<file path="config.mk">
export PLATFORM = sky130hd
export DESIGN_NAME = lbm_router
export DESIGN_NICKNAME = d
export VERILOG_FILES = /design/src/rtl/lbm_pkg.sv /design/src/rtl/lbm_mode_resolve.sv /design/src/rtl/lbm_tx_side.sv /design/src/rtl/lbm_rx_side.sv /design/src/rtl/lbm_router.sv
export SDC_FILE = /design/constraint.sdc
export NUM_CORES = 1
export LEC_CHECK = 0
export ABC_AREA = 1
export CAP_MARGIN = 20
export CORE_AREA = 2 2 39 41
export CTS_CLUSTER_SIZE = 25
export DETAILED_ROUTE_END_ITERATION = 16
export DIE_AREA = 0 0 41 43
export PLACE_DENSITY_LB_ADDON = 0.15
export SYNTH_ARGS = -nofsm -noshare
export SYNTH_HDL_FRONTEND = slang
export SYNTH_SLANG_ARGS = --single-unit
</file>
<file path="constraint.sdc">
create_clock -name clk -period 0.8 [get_ports clk]
set_input_delay 0.24 -clock clk [delete_from_list [all_inputs] [get_ports clk]]
set_output_delay 0.24 -clock clk [all_outputs]
set_load 0.005 [all_outputs]
</file>
<file path="src/rtl/lbm_pkg.sv">
package lbm_pkg;
  localparam int BM_W = 2;

  typedef enum logic [1:0] {LB_NONE, LB_DIAG, LB_LINE, LB_PAY} lb_mode_e;
  typedef enum logic [1:0] {SRC_RX, SRC_TX, SRC_GEN, SRC_LOOP} src_e;

  typedef struct packed {
    src_e line_src;
    src_e rxo_src;
    src_e chk_src;
  } route_t;

  // Priority: diagnostic over line over payload.
  function automatic lb_mode_e resolve_mode(input logic d, input logic l, input logic p);
    if (d)      return LB_DIAG;
    else if (l) return LB_LINE;
    else if (p) return LB_PAY;
    else        return LB_NONE;
  endfunction

  // Sources for each destination at payload positions.
  function automatic route_t route_of(input lb_mode_e m, input logic [BM_W-1:0] bm);
    route_t r;
    logic toward_rx;
    toward_rx = bm[BM_W-1];
    r.rxo_src = toward_rx ? SRC_GEN : ((m == LB_DIAG) ? SRC_LOOP : SRC_RX);
    r.chk_src = toward_rx ? SRC_TX  : ((m == LB_DIAG) ? SRC_LOOP : SRC_RX);
    case (m)
      LB_NONE: r.line_src = toward_rx ? SRC_TX : SRC_GEN;
      LB_DIAG: r.line_src = SRC_TX;
      LB_LINE: r.line_src = SRC_RX;
      default: r.line_src = (!toward_rx && bm[0]) ? SRC_GEN : SRC_RX;
    endcase
    return r;
  endfunction

  function automatic logic pick(input src_e s, input logic rx, input logic tx,
                                input logic gen, input logic loop);
    case (s)
      SRC_RX:  return rx;
      SRC_TX:  return tx;
      SRC_GEN: return gen;
      default: return loop;
    endcase
  endfunction
endpackage

</file>
<file path="src/rtl/lbm_mode_resolve.sv">
module lbm_mode_resolve
  import lbm_pkg::*;
(
  input  logic            diag_lb,
  input  logic            line_lb,
  input  logic            pay_lb,
  input  logic [BM_W-1:0] bert_mode,
  input  logic            rx_pay,
  input  logic            tx_pay,
  output lb_mode_e        mode,
  output route_t          route,
  output logic            q_tx,
  output logic            q_rx
);
  always_comb begin
    mode  = resolve_mode(diag_lb, line_lb, pay_lb);
    route = route_of(mode, bert_mode);
    // Transmit frame realigns to the receive frame in payload loopback.
    q_tx  = (mode == LB_PAY) ? rx_pay : tx_pay;
    // Receive side follows the transmit frame in diagnostic loopback.
    q_rx  = (mode == LB_DIAG) ? tx_pay : rx_pay;
  end
endmodule

</file>
<file path="src/rtl/lbm_tx_side.sv">
module lbm_tx_side
  import lbm_pkg::*;
#(
  parameter logic AIS_LEVEL = 1'b1
) (
  input  lb_mode_e mode,
  input  route_t   route,
  input  logic     q_tx,
  input  logic     ais_en,
  input  logic     line_rx_bit,
  input  logic     tx_bit,
  input  logic     gen_bit,
  input  logic     oh_en,
  input  logic     oh_bit,
  output logic     line_pre,
  output logic     line_next,
  output logic     gen_on_line
);
  logic pay_bit;
  logic ais_on;

  always_comb begin
    pay_bit     = pick(route.line_src, line_rx_bit, tx_bit, gen_bit, tx_bit);
    gen_on_line = q_tx && (route.line_src == SRC_GEN);
    if (mode == LB_LINE)  line_pre = line_rx_bit;
    else if (oh_en)       line_pre = oh_bit;
    else if (q_tx)        line_pre = pay_bit;
    else                  line_pre = tx_bit;
    ais_on    = (mode == LB_DIAG) && ais_en;
    line_next = ais_on ? AIS_LEVEL : line_pre;
  end
endmodule

</file>
<file path="src/rtl/lbm_rx_side.sv">
module lbm_rx_side
  import lbm_pkg::*;
(
  input  lb_mode_e mode,
  input  route_t   route,
  input  logic     q_tx,
  input  logic     q_rx,
  input  logic     line_rx_bit,
  input  logic     line_pre,
  input  logic     tx_bit,
  input  logic     gen_bit,
  output logic     rxo_next,
  output logic     chk_next,
  output logic     chk_en_next,
  output logic     gen_on_rx
);
  logic stream;

  always_comb begin
    stream      = (mode == LB_DIAG) ? line_pre : line_rx_bit;
    rxo_next    = q_rx ? pick(route.rxo_src, line_rx_bit, tx_bit, gen_bit, line_pre)
                       : stream;
    chk_next    = pick(route.chk_src, line_rx_bit, tx_bit, gen_bit, line_pre);
    chk_en_next = (route.chk_src == SRC_TX) ? q_tx : q_rx;
    gen_on_rx   = q_rx && (route.rxo_src == SRC_GEN);
  end
endmodule

</file>
<file path="src/rtl/lbm_router.sv">
module lbm_router
  import lbm_pkg::*;
#(
  parameter logic AIS_LEVEL = 1'b1
) (
  input  logic            clk,
  input  logic            rst_n,
  input  logic            diag_lb,
  input  logic            line_lb,
  input  logic            pay_lb,
  input  logic [BM_W-1:0] bert_mode,
  input  logic            ais_en,
  input  logic            line_rx_bit,
  input  logic            rx_pay,
  input  logic            tx_bit,
  input  logic            tx_pay,
  input  logic            gen_bit,
  input  logic            oh_en,
  input  logic            oh_bit,
  output logic            line_tx_bit,
  output logic            rx_out_bit,
  output logic            rx_out_pay,
  output logic            chk_bit,
  output logic            chk_en,
  output logic            gen_req,
  output logic            tx_den
);
  lb_mode_e mode;
  route_t   route;
  logic     q_tx, q_rx;
  logic     line_pre, line_next, gen_on_line;
  logic     rxo_next, chk_next, chk_en_next, gen_on_rx;

  lbm_mode_resolve u_mode (
    .diag_lb(diag_lb), .line_lb(line_lb), .pay_lb(pay_lb), .bert_mode(bert_mode),
    .rx_pay(rx_pay), .tx_pay(tx_pay), .mode(mode), .route(route),
    .q_tx(q_tx), .q_rx(q_rx)
  );

  lbm_tx_side #(.AIS_LEVEL(AIS_LEVEL)) u_tx (
    .mode(mode), .route(route), .q_tx(q_tx), .ais_en(ais_en),
    .line_rx_bit(line_rx_bit), .tx_bit(tx_bit), .gen_bit(gen_bit),
    .oh_en(oh_en), .oh_bit(oh_bit), .line_pre(line_pre),
    .line_next(line_next), .gen_on_line(gen_on_line)
  );

  lbm_rx_side u_rx (
    .mode(mode), .route(route), .q_tx(q_tx), .q_rx(q_rx),
    .line_rx_bit(line_rx_bit), .line_pre(line_pre), .tx_bit(tx_bit),
    .gen_bit(gen_bit), .rxo_next(rxo_next), .chk_next(chk_next),
    .chk_en_next(chk_en_next), .gen_on_rx(gen_on_rx)
  );

  always_ff @(posedge clk or negedge rst_n) begin
    if (!rst_n) begin
      line_tx_bit <= 1'b0;
      rx_out_bit  <= 1'b0;
      rx_out_pay  <= 1'b0;
      chk_bit     <= 1'b0;
      chk_en      <= 1'b0;
      gen_req     <= 1'b0;
      tx_den      <= 1'b0;
    end else begin
      line_tx_bit <= line_next;
      rx_out_bit  <= rxo_next;
      rx_out_pay  <= q_rx;
      chk_bit     <= chk_next;
      chk_en      <= chk_en_next;
      gen_req     <= gen_on_line || gen_on_rx;
      tx_den      <= q_tx;
    end
  end
endmodule

</file>
==> results.txt, run 1 <==
----------------------------------------------------
[Setup path]
  Crit Path Max Fanout ... 2
  Capturing instance or port of the critical path ... rx_out_bit
  Worst setup path startpoint ... tx_pay
  Category of cells accounting for the largest share of critical-path delay ... simple AND/OR/NAND/NOR gates
  Largest stage delay on the critical path ... 210 ps
  Startpoint class of the critical path ... input pin
  Cells along the critical path ... clkdlybuf4s15_1, inv_1, nand2_2, nand2_2, nor2_2, nand2_1, nand3_1, nand2_1, nand2_2, nand2_2, nand2_1, nand2_1, inv_1
  Stages on worst setup path ... 13
  Worst-path cell with the longest stage delay ... sky130_fd_sc_hd__clkdlybuf4s15_1
  Count of buffering cells on the critical path with inverters included ... 3
  Worst Path Class, Setup ... in2reg
  Crit end category ... register
  Worst path required time ... 930 ps
  CP arrival ... 1220 ps

[STA]
  Final hold viol count ... 0
  Worst-margin pin slew ... 293.7 ps
  Total count of max-transition violations in the final report ... 0
  Worst slew margin relative to its limit ... 80.36%
  Least setup slack across all paths after layout ... -283.9 ps
  Final total negative setup slack ... -1804 ps
  Total of endpoints with negative setup slack in the final report ... 11
  RSZ-0062 raised after global routing ... yes
  Fin crit period ... 1084 ps
  Post-route fraction of the period consumed by the critical path ... 135.5%
  Max Clock Freq ... 922.6 MHz

[Floorplanning]
  Initial Utilization ... 30.65%
  Top Ports ... 22
  Die width ... 41 um
  Number of standard-cell rows in the floorplan ... 14
  Die Footprint ... 0.001763 mm^2
  Die Span Y ... 43 um
  Core area ... 0.001384 mm^2

[Yosys]
  Post-synthesis sequential area ratio ... 41.30%
  Share of synthesized cell area in and, or, nand and nor gates ... 38.35%
  Post-synthesis compound-gate area fraction ... 6.195%
  Synthesized area divided by synthesized cell count ... 6.525 um^2
  Flip-flop and latch count after synthesis ... 7
  Number of cells produced by synthesis ... 65
  Mapped Nets ... 80
  Count of cell types in the netlist ... 11
  Adder-Cell Fraction of Synth Area ... 0%
  Post-Synth XOR/XNOR Area ... 0%
  Yosys synthesis warning count ... 0
  Combinational family with the most area after synthesis ... simple AND/OR/NAND/NOR gates
  Netlist area before placement ... 424.2 um^2
  Mux cell area share after synthesis ... 0%

[Placement]
  Post-detail-place hpwl ... 899.9 um
  Routability-driven placement congestion ratio ... 0.7833
  Number of input and output port buffers inserted ... 21
  Inst Count DP ... 115

[Power and ir drop]
  Max VDD drop ... 552.0 uV
  Leak Pwr ... 0.0004869 uW
  Overall power of the completed layout ... 1084 uW
  Power density over cell area ... 1219 mW/mm^2

[Layout]
  Number of diodes ... 0
  Most used cells in the layout excluding fill and tap cells ... sky130_fd_sc_hd__buf_4, sky130_fd_sc_hd__nand2_1, sky130_fd_sc_hd__inv_1
  Layout Area Growth over Synthesis ... 109.7%
  Most frequent standard cell in the layout excluding fill and tap cells ... sky130_fd_sc_hd__buf_4
  Fillers ... 134
  Net count, final ... 126
  Fraction of layout instances using a drive strength above 1 ... 51.82%
  Post-layout instance count excluding filler cells ... 126

[GRT]
  Global-route wire length before repair ... 2111 um
  Number of global-route vias before repair ... 526
  Maximum number of pins on one net before global-route repair ... 8
  Initial antenna violation count ... 0
  Total track usage ... 17.69%
  Overflow after GRT ... 0

[CTS]
  Number of clock sinks ... 7
  Clock transition time at the flip-flop clock pins of the worst setup and hold paths ... 50 ps
  Buffer cell driving the clock tree root ... sky130_fd_sc_hd__clkbuf_4
  Maximum clock insertion buffer count ... 2
  CTS tree ... built
  TritonCTS Buffers ... 3
  Deepest level of the CTS H-tree ... 1

[Min path]
  Worst hold path type ... in2async

[Status]
  Status ... finished, violations left
  Violations in the final reports ... setup timing

[Drt]
  Count of TritonRoute iterations in the first routing pass ... 4
  Vias after detailed routing ... 568
  Drt first-iter violations ... 4
  DRT antenna net count ... 0
  Average routed wire per standard cell ... 9.968 um
  DR vias/cell ... 4.508
  Post-route DRC ... 0
  Drt total wl ... 1256 um

[Run]
  Maxcap violations ... 0

----------------------------------------------------
-- what timing repair did --
action	in CTS	in global routing
hold buffers	0	0
gates resized for setup	73	15
endpoints found under the setup margin	14	11
pin swaps	14	9
cloned	0	0
buffers inserted	8	3
-- per-stage QoR --
stage	instance area (um^2)	util [%]	setup WS, ps	hold WS [ps]
final	889.6	64.29	-283.9	246.1
after global routing	889.6	64.29	-408.9	251.5
after CTS	818.3	59.13	-225.1	250.2
after detailed placement	769.5	55.61	-1022	510.9
after global placement	769.5	55.61	-998.5	508.9
after floorplan	441.7	-	-276.3	-55.59
-- area by class of cell --
type,count,area (um^2),area share [%]
repair buffers,41,337.8,37.97
multi-input cells,42,257.7,28.97
flip-flops and latches,7,175.2,19.69
inverters,16,72.57,8.158
clock buffers,4,26.28,2.954
well taps,16,20.02,2.250
-- kinds of logic (layout without fill, tap and decap cells) --
family	after synthesis	in the layout
buf+inv	16	61
compound gates	5	5
flops	7	7
simple gates	37	37
-- routing by layer --
layer  part of all wire (%)  routed length, um  GRT usage (%)
met5                      0                  0              0
met4                   0.80                 10          10.00
met3                    5.6                 70          3.141
met2                     57                710          29.69
met1                     37                464          19.35
-- cells in the mapped netlist --
library cell,number,area share (%)
sky130_fd_sc_hd__inv_1,15,13
sky130_fd_sc_hd__nor2_1,4,3.5
sky130_fd_sc_hd__nand4_1,2,2.9
sky130_fd_sc_hd__nand3_1,7,8.3
sky130_fd_sc_hd__o22ai_1,1,1.5
sky130_fd_sc_hd__inv_2,1,0.88
sky130_fd_sc_hd__dfrtp_1,7,41
sky130_fd_sc_hd__o21ai_0,4,4.7
sky130_fd_sc_hd__nand2_2,2,2.9
sky130_fd_sc_hd__nor2_2,2,2.9
sky130_fd_sc_hd__nand2_1,20,18
-- power by group --
part,internal [uW],total [uW],switching [uW]
clock network,189,299,110
registers,388,395,6.82
logic,214,390,177
-- worst min path at each step --
stage / startpoint / endpoint / slack [ps] / cells past startpoint
after floorplan: rst_n / chk_bit / -60 / 0
after global routing: rst_n / chk_en / 250 / 1
after CTS: rst_n / chk_en / 250 / 1
after global placement: rst_n / gen_req / 510 / 1
after detailed placement: rst_n / chk_en / 510 / 1
final: rst_n / gen_req / 250 / 1
-- flip-flops by register name (all words and copies together) (netlist names) --
name,flops
chk_bit,1
chk_en,1
gen_req,1
line_tx_bit,1
rx_out_bit,1
rx_out_pay,1
tx_den,1
(Power assumes the default switching activity.)
==> inputs of run 2 (changes only) <==
--- a/config.mk
+++ b/config.mk
@@ -12,6 +12,7 @@
 export DETAILED_ROUTE_END_ITERATION = 16
 export DIE_AREA = 0 0 41 43
 export PLACE_DENSITY_LB_ADDON = 0.15
+export RECOVER_POWER = 50
 export SYNTH_ARGS = -nofsm -noshare
 export SYNTH_HDL_FRONTEND = slang
 export SYNTH_SLANG_ARGS = --single-unit
==> results.txt, run 2 (synthesis results as in run 1) <==
----------------------------------------------------
[Drt]
  Vias after detailed routing ... 568 (unchanged)
  Average routed wire per standard cell ... 9.968 um (unchanged)
  Drt first-iter violations ... 4 (unchanged)
  DR vias/cell ... 4.508 (unchanged)
  Post-route DRC ... 0 (unchanged)
  Drt total wl ... 1256 um (unchanged)
  DRT antenna net count ... 0 (unchanged)
  Count of TritonRoute iterations in the first routing pass ... 4 (unchanged)

[CTS]
  Buffer cell driving the clock tree root ... sky130_fd_sc_hd__clkbuf_4 (unchanged)
  Clock transition time at the flip-flop clock pins of the worst setup and hold paths ... 50 ps (about the same)
  TritonCTS Buffers ... 3 (unchanged)
  Number of clock sinks ... 7 (unchanged)
  Deepest level of the CTS H-tree ... 1 (unchanged)
  Maximum clock insertion buffer count ... 2 (unchanged)
  # hold bufs at CTS ... 0 (unchanged)
  CTS tree ... built (unchanged)

[Layout]
  Number of diodes ... 0 (unchanged)
  Multi-input logic area ... 257.7 um^2 (unchanged)
  Most frequent standard cell in the layout excluding fill and tap cells ... sky130_fd_sc_hd__buf_4 (unchanged)
  Sequential cell area ... 175.2 um^2 (unchanged)
  Fillers ... 134 (unchanged)
  Layout Cell Area excl Fill ... 889.6 um^2 (unchanged)
  Most used cells in the layout excluding fill and tap cells ... sky130_fd_sc_hd__buf_4, sky130_fd_sc_hd__nand2_1, sky130_fd_sc_hd__inv_1 (unchanged)
  Fraction of layout instances using a drive strength above 1 ... 51.82% (unchanged)
  Net count, final ... 126 (unchanged)
  Layout Area Growth over Synthesis ... 109.7% (unchanged)
  Post-layout instance count excluding filler cells ... 126 (unchanged)

[Placement]
  Post-placement cell area ... 769.5 um^2 (unchanged)
  Inst Count DP ... 115 (unchanged)
  Number of input and output port buffers inserted ... 21 (unchanged)
  Post-detail-place hpwl ... 899.9 um (unchanged)
  Worst slack at placement ... -1022 ps (unchanged)
  Routability-driven placement congestion ratio ... 0.7833 (unchanged)

[STA]
  Post-Route Hold Slack ... 316.3 ps (was 246.1 ps)
  Least setup slack across all paths after layout ... -283.9 ps (unchanged)
  Max Clock Freq ... 922.6 MHz (unchanged)
  Total of endpoints with negative setup slack in the final report ... 11 (unchanged)
  Post-route fraction of the period consumed by the critical path ... 135.5% (unchanged)
  RSZ-0062 raised after global routing ... yes (unchanged)
  Worst slew margin relative to its limit ... 80.05% (was 80.36%)
  Fin crit period ... 1084 ps (unchanged)
  Final hold viol count ... 0 (unchanged)
  Total count of max-transition violations in the final report ... 0 (unchanged)
  Worst-margin pin slew ... 298.3 ps (was 293.7 ps)

[Floorplanning]
  Die Span Y ... 43 um (unchanged)
  Number of standard-cell rows in the floorplan ... 14 (unchanged)
  Core area ... 0.001384 mm^2 (unchanged)
  Die Footprint ... 0.001763 mm^2 (unchanged)
  Die width ... 41 um (unchanged)
  Initial Utilization ... 30.65% (unchanged)
  Top Ports ... 22 (unchanged)

[Setup path]
  Crit end category ... register (unchanged)
  Cells along the critical path ... clkdlybuf4s15_1, inv_1, nand2_2, nand2_2, nor2_2, nand2_1, nand3_1, nand2_1, nand2_2, nand2_2, nand2_1, nand2_1, inv_1 (unchanged)
  Worst-path cell with the longest stage delay ... sky130_fd_sc_hd__clkdlybuf4s15_1 (unchanged)
  Startpoint class of the critical path ... input pin (unchanged)
  Worst Path Class, Setup ... in2reg (unchanged)
  Worst path required time ... 930 ps (about the same)
  Largest stage delay on the critical path ... 210 ps (about the same)
  Crit Path Max Fanout ... 2 (unchanged)
  CP arrival ... 1220 ps (about the same)

[GRT]
  Number of global-route vias before repair ... 526 (unchanged)
  Global-route wire length before repair ... 2111 um (unchanged)
  Total track usage ... 17.69% (unchanged)
  Maximum number of pins on one net before global-route repair ... 8 (unchanged)
  Overflow after GRT ... 0 (unchanged)
  Initial antenna violation count ... 0 (unchanged)

[Power and ir drop]
  Leak Pwr ... 0.0004872 uW (was 0.0004869 uW)
  Max VDD drop ... 552.0 uV (about the same)
  Power density over cell area ... 1218 mW/mm^2 (was 1219 mW/mm^2)

[Status]
  Status ... finished, violations left (unchanged)
  Violations in the final reports ... setup timing (unchanged)

[Run]
  Maxcap violations ... 0 (unchanged)

[Min path]
  Worst hold path type ... in2async (unchanged)

----------------------------------------------------
## run 2: changes by cell type in the layout (fill, tap and decap cells not counted)
| cell | previous run | this run |
|---|---|---|
| sky130_fd_sc_hd__clkdlybuf4s50_1 | 4 | 3 |
| sky130_fd_sc_hd__dlygate4sd3_1 | 0 | 1 |
## run 2: area by class of cell
class	instances	share of cell area (%)
repair buffers	41	37.97
multi-input cells	42	28.97
flip-flops and latches	7	19.69
inverters	16	8.158
clock buffers	4	2.954
well taps	16	2.250
## run 2: final timing paths
kind	start	endpoint	slack, ps
setup / recovery	tx_pay	rx_out_bit	-280
hold / removal	rst_n	gen_req	320
min in group clk	bert_mode[1]	chk_bit	360
max in group asynchronous	rst_n	line_tx_bit	250
## run 2: power by group
| part | switching, uW | internal, uW |
|---|---|---|
| combinational | 177 | 213 |
| clock | 110 | 189 |
| sequential | 6.82 | 388 |
| total | 293 | 790 |
## run 2: stage by stage
| stage | utilization (%) | total power (uW) | TNS (ps) |
|---|---|---|---|
| after floorplan | - | 517.3 | -585.3 |
| final | 64.29 | 1083 | -1804 |
| after CTS | 59.13 | 1052 | -1635 |
| after global routing | 64.29 | 1174 | -2442 |
| after global placement | 55.61 | 743.3 | -7183 |
| after detailed placement | 55.61 | 749.5 | -7336 |
## run 2: metal layers
layer | share of wire [%] | track usage [%] | vias up
met1 | 37 | 19.35 | 265
li1 | - | - | 288
met3 | 5.6 | 3.141 | 2
met4 | 0.80 | 10.00 | 0
met5 | 0 | 0 | -
met2 | 57 | 29.69 | 13
## run 2: critical path, delay by kind of cell
family                 cells  cell delay, ps
and+or+nand+nor           10             650
buffers and inverters      3             330
## run 2: repair_timing
action	CTS	global route
pin swaps	14	9
resized for setup	73	15
buffers inserted	8	3
setup endpoints to repair	14	11
endpoints found under the hold margin	0	0
==> inputs of run 3 (changes only) <==
--- a/config.mk
+++ b/config.mk
@@ -11,6 +11,7 @@
 export CTS_CLUSTER_SIZE = 25
 export DETAILED_ROUTE_END_ITERATION = 16
 export DIE_AREA = 0 0 41 43
+export GPL_TIMING_DRIVEN = 0
 export PLACE_DENSITY_LB_ADDON = 0.15
 export RECOVER_POWER = 50
 export SYNTH_ARGS = -nofsm -noshare
==> results.txt, run 3 (synthesis results as in run 1) <==
----------------------------------------------------
[STA]
  Worst-margin pin slew ... 294.8 ps (was 298.3 ps)
  Total of endpoints with negative setup slack in the final report ... 10 (was 11)
  RSZ-0062 raised after global routing ... yes (unchanged)
  Post-Route Hold Slack ... 226.5 ps (was 316.3 ps)
  Final hold viol count ... 0 (unchanged)
  Least setup slack across all paths after layout ... -262.2 ps (was -283.9 ps)
  Post-route fraction of the period consumed by the critical path ... 132.8% (was 135.5%)
  Max Clock Freq ... 941.4 MHz (was 922.6 MHz)
  Fin crit period ... 1062 ps (was 1084 ps)
  Total count of max-transition violations in the final report ... 0 (unchanged)
  Worst slew margin relative to its limit ... 80.28% (was 80.05%)

[Drt]
  Drt total wl ... 1000 um (was 1256 um)
  DR vias/cell ... 4.457 (was 4.508)
  Count of TritonRoute iterations in the first routing pass ... 4 (unchanged)
  Vias after detailed routing ... 517 (was 568)
  Average routed wire per standard cell ... 8.621 um (was 9.968 um)
  Drt first-iter violations ... 7 (was 4)
  DRT antenna net count ... 0 (unchanged)
  Post-route DRC ... 0 (unchanged)

[Setup path]
  Startpoint class of the critical path ... input pin (unchanged)
  Cell with the most instances on the worst path ... sky130_fd_sc_hd__buf_4
  CP arrival ... 1240 ps (was 1220 ps)
  Stages on worst setup path ... 11 (was 13)
  Category of cells accounting for the largest share of critical-path delay ... buffers and inverters (was simple AND/OR/NAND/NOR gates)
  Crit Path Max Fanout ... 5 (was 2)
  Largest stage delay on the critical path ... 180 ps (was 210 ps)
  Count of buffering cells on the critical path with inverters included ... 5 (was 3)
  Worst path required time ... 980 ps (was 930 ps)
  Worst-path cell with the longest stage delay ... sky130_fd_sc_hd__buf_4 (was sky130_fd_sc_hd__clkdlybuf4s15_1)
  Crit end category ... register (unchanged)
  Cells along the critical path ... buf_12, inv_8, nand4_1, buf_4, nand3_2, nand2_1, nand3_1, nand2_1, buf_4, buf_4, nand3_2 (was clkdlybuf4s15_1, inv_1, nand2_2, nand2_2, nor2_2, nand2_1, nand3_1, nand2_1, nand2_2, nand2_2, nand2_1, nand2_1, inv_1)
  Worst Path Class, Setup ... in2reg (unchanged)

[Layout]
  Fraction of layout instances using a drive strength above 1 ... 44.00% (was 51.82%)
  Most frequent standard cell in the layout excluding fill and tap cells ... sky130_fd_sc_hd__nand2_1 (was sky130_fd_sc_hd__buf_4)
  Layout Area Growth over Synthesis ... 84.37% (was 109.7%)
  Most used cells in the layout excluding fill and tap cells ... sky130_fd_sc_hd__nand2_1, sky130_fd_sc_hd__inv_1, sky130_fd_sc_hd__buf_2 (was sky130_fd_sc_hd__buf_4, sky130_fd_sc_hd__nand2_1, sky130_fd_sc_hd__inv_1)
  Multi-input logic area ... 231.5 um^2 (was 257.7 um^2)
  Number of diodes ... 0 (unchanged)
  Fillers ... 142 (was 134)
  Net count, final ... 116 (was 126)
  Sequential cell area ... 175.2 um^2 (unchanged)
  Post-layout instance count excluding filler cells ... 116 (was 126)

[Power and ir drop]
  Leak Pwr ... 0.0004369 uW (was 0.0004872 uW)
  Power density over cell area ... 1298 mW/mm^2 (was 1218 mW/mm^2)
  Max VDD drop ... 434.2 uV (was 552.0 uV)

[CTS]
  Buffer cell driving the clock tree root ... sky130_fd_sc_hd__clkbuf_4 (unchanged)
  # hold bufs at CTS ... 0 (unchanged)
  Number of clock sinks ... 7 (unchanged)
  Clock transition time at the flip-flop clock pins of the worst setup and hold paths ... 50 ps (about the same)
  CTS tree ... built (unchanged)
  TritonCTS Buffers ... 3 (unchanged)
  Maximum clock insertion buffer count ... 2 (unchanged)
  Deepest level of the CTS H-tree ... 1 (unchanged)

[GRT]
  Initial antenna violation count ... 0 (unchanged)
  Overflow after GRT ... 0 (unchanged)
  Number of global-route vias before repair ... 462 (was 526)
  Maximum number of pins on one net before global-route repair ... 8 (unchanged)
  Global-route wire length before repair ... 1759 um (was 2111 um)
  Total track usage ... 14.77% (was 17.69%)

[Min path]
  Worst hold path type ... in2reg (was in2async)
  Hold depth ... 3

[Placement]
  Post-detail-place hpwl ... 733.3 um (was 899.9 um)
  Number of input and output port buffers inserted ... 21 (unchanged)
  Inst Count DP ... 102 (was 115)
  Routability-driven placement congestion ratio ... 0.7789 (was 0.7833)
  Worst slack at placement ... -1143 ps (was -1022 ps)

[Run]
  Maxcap violations ... 0 (unchanged)

[Floorplanning]
  Die width ... 41 um (unchanged)
  Number of standard-cell rows in the floorplan ... 14 (unchanged)
  Core area ... 0.001384 mm^2 (unchanged)
  Die Span Y ... 43 um (unchanged)
  Initial Utilization ... 30.65% (unchanged)
  Die Footprint ... 0.001763 mm^2 (unchanged)
  Top Ports ... 22 (unchanged)

[Status]
  Violations in the final reports ... setup timing (unchanged)
  Status ... finished, violations left (unchanged)

----------------------------------------------------
run 3: changes by cell type in the layout (fill, tap and decap cells not counted), moves of 2 or more:
cell and delta:
sky130_fd_sc_hd__buf_4 -9, sky130_fd_sc_hd__buf_6 -3, sky130_fd_sc_hd__nand2_2 -3, sky130_fd_sc_hd__clkdlybuf4s15_1 -2
sky130_fd_sc_hd__dlygate4sd2_1 +2, sky130_fd_sc_hd__nand2_1 +3
run 3: worst paths after layout:
check	from	to	slack [ps]
setup / recovery	diag_lb	line_tx_bit	-260
max in group asynchronous	rst_n	rx_out_bit	260
hold / removal	bert_mode[1]	chk_bit	230
min in group asynchronous	rst_n	gen_req	310
run 3: per-stage QoR:
stage	power (uW)	cell area (um^2)	TNS, ps	util (%)
detailed placement	691.8	671.9	-7432	48.55
global placement	690.4	671.9	-7376	48.55
finish	1015	782.0	-1744	56.51
global route	1106	782.0	-2328	56.51
floorplan	517.3	441.7	-585.3	-
CTS	1026	764.5	-1671	55.24
run 3: area by class of cell:
class / instances / area share (%)
flip-flops and latches: 7 / 22.40
repair buffers: 31 / 32.48
clock buffers: 4 / 3.360
multi-input cells: 42 / 29.60
well taps: 16 / 2.560
inverters: 16 / 9.600
run 3: report_power, final:
| part | total [uW] | internal (uW) | leakage (uW) | switching [uW] |
|---|---|---|---|---|
| clock | 303 | 189 | 0.0000150 | 114 |
| combinational | 319 | 169 | 0.000339 | 149 |
| sequential | 394 | 388 | 0.0000831 | 5.73 |
run 3: what timing repair did:
| action | CTS | global route |
|---|---|---|
| endpoints found under the setup margin | 14 | 11 |
| setup buffers | 12 | 4 |
| gates resized for setup | 79 | 6 |
| pin swaps | 17 | 12 |
| endpoints found under the hold margin | 0 | 0 |
run 3: metal layers:
layer / share of wire, % / vias up / GRT usage, %
met5: 0 / - / 0
met4: 1.0 / 0 / 12.00
met3: 7.6 / 2 / 3.141
met2: 53 / 19 / 22.50
met1: 39 / 226 / 16.45
li1: - / 270 / -
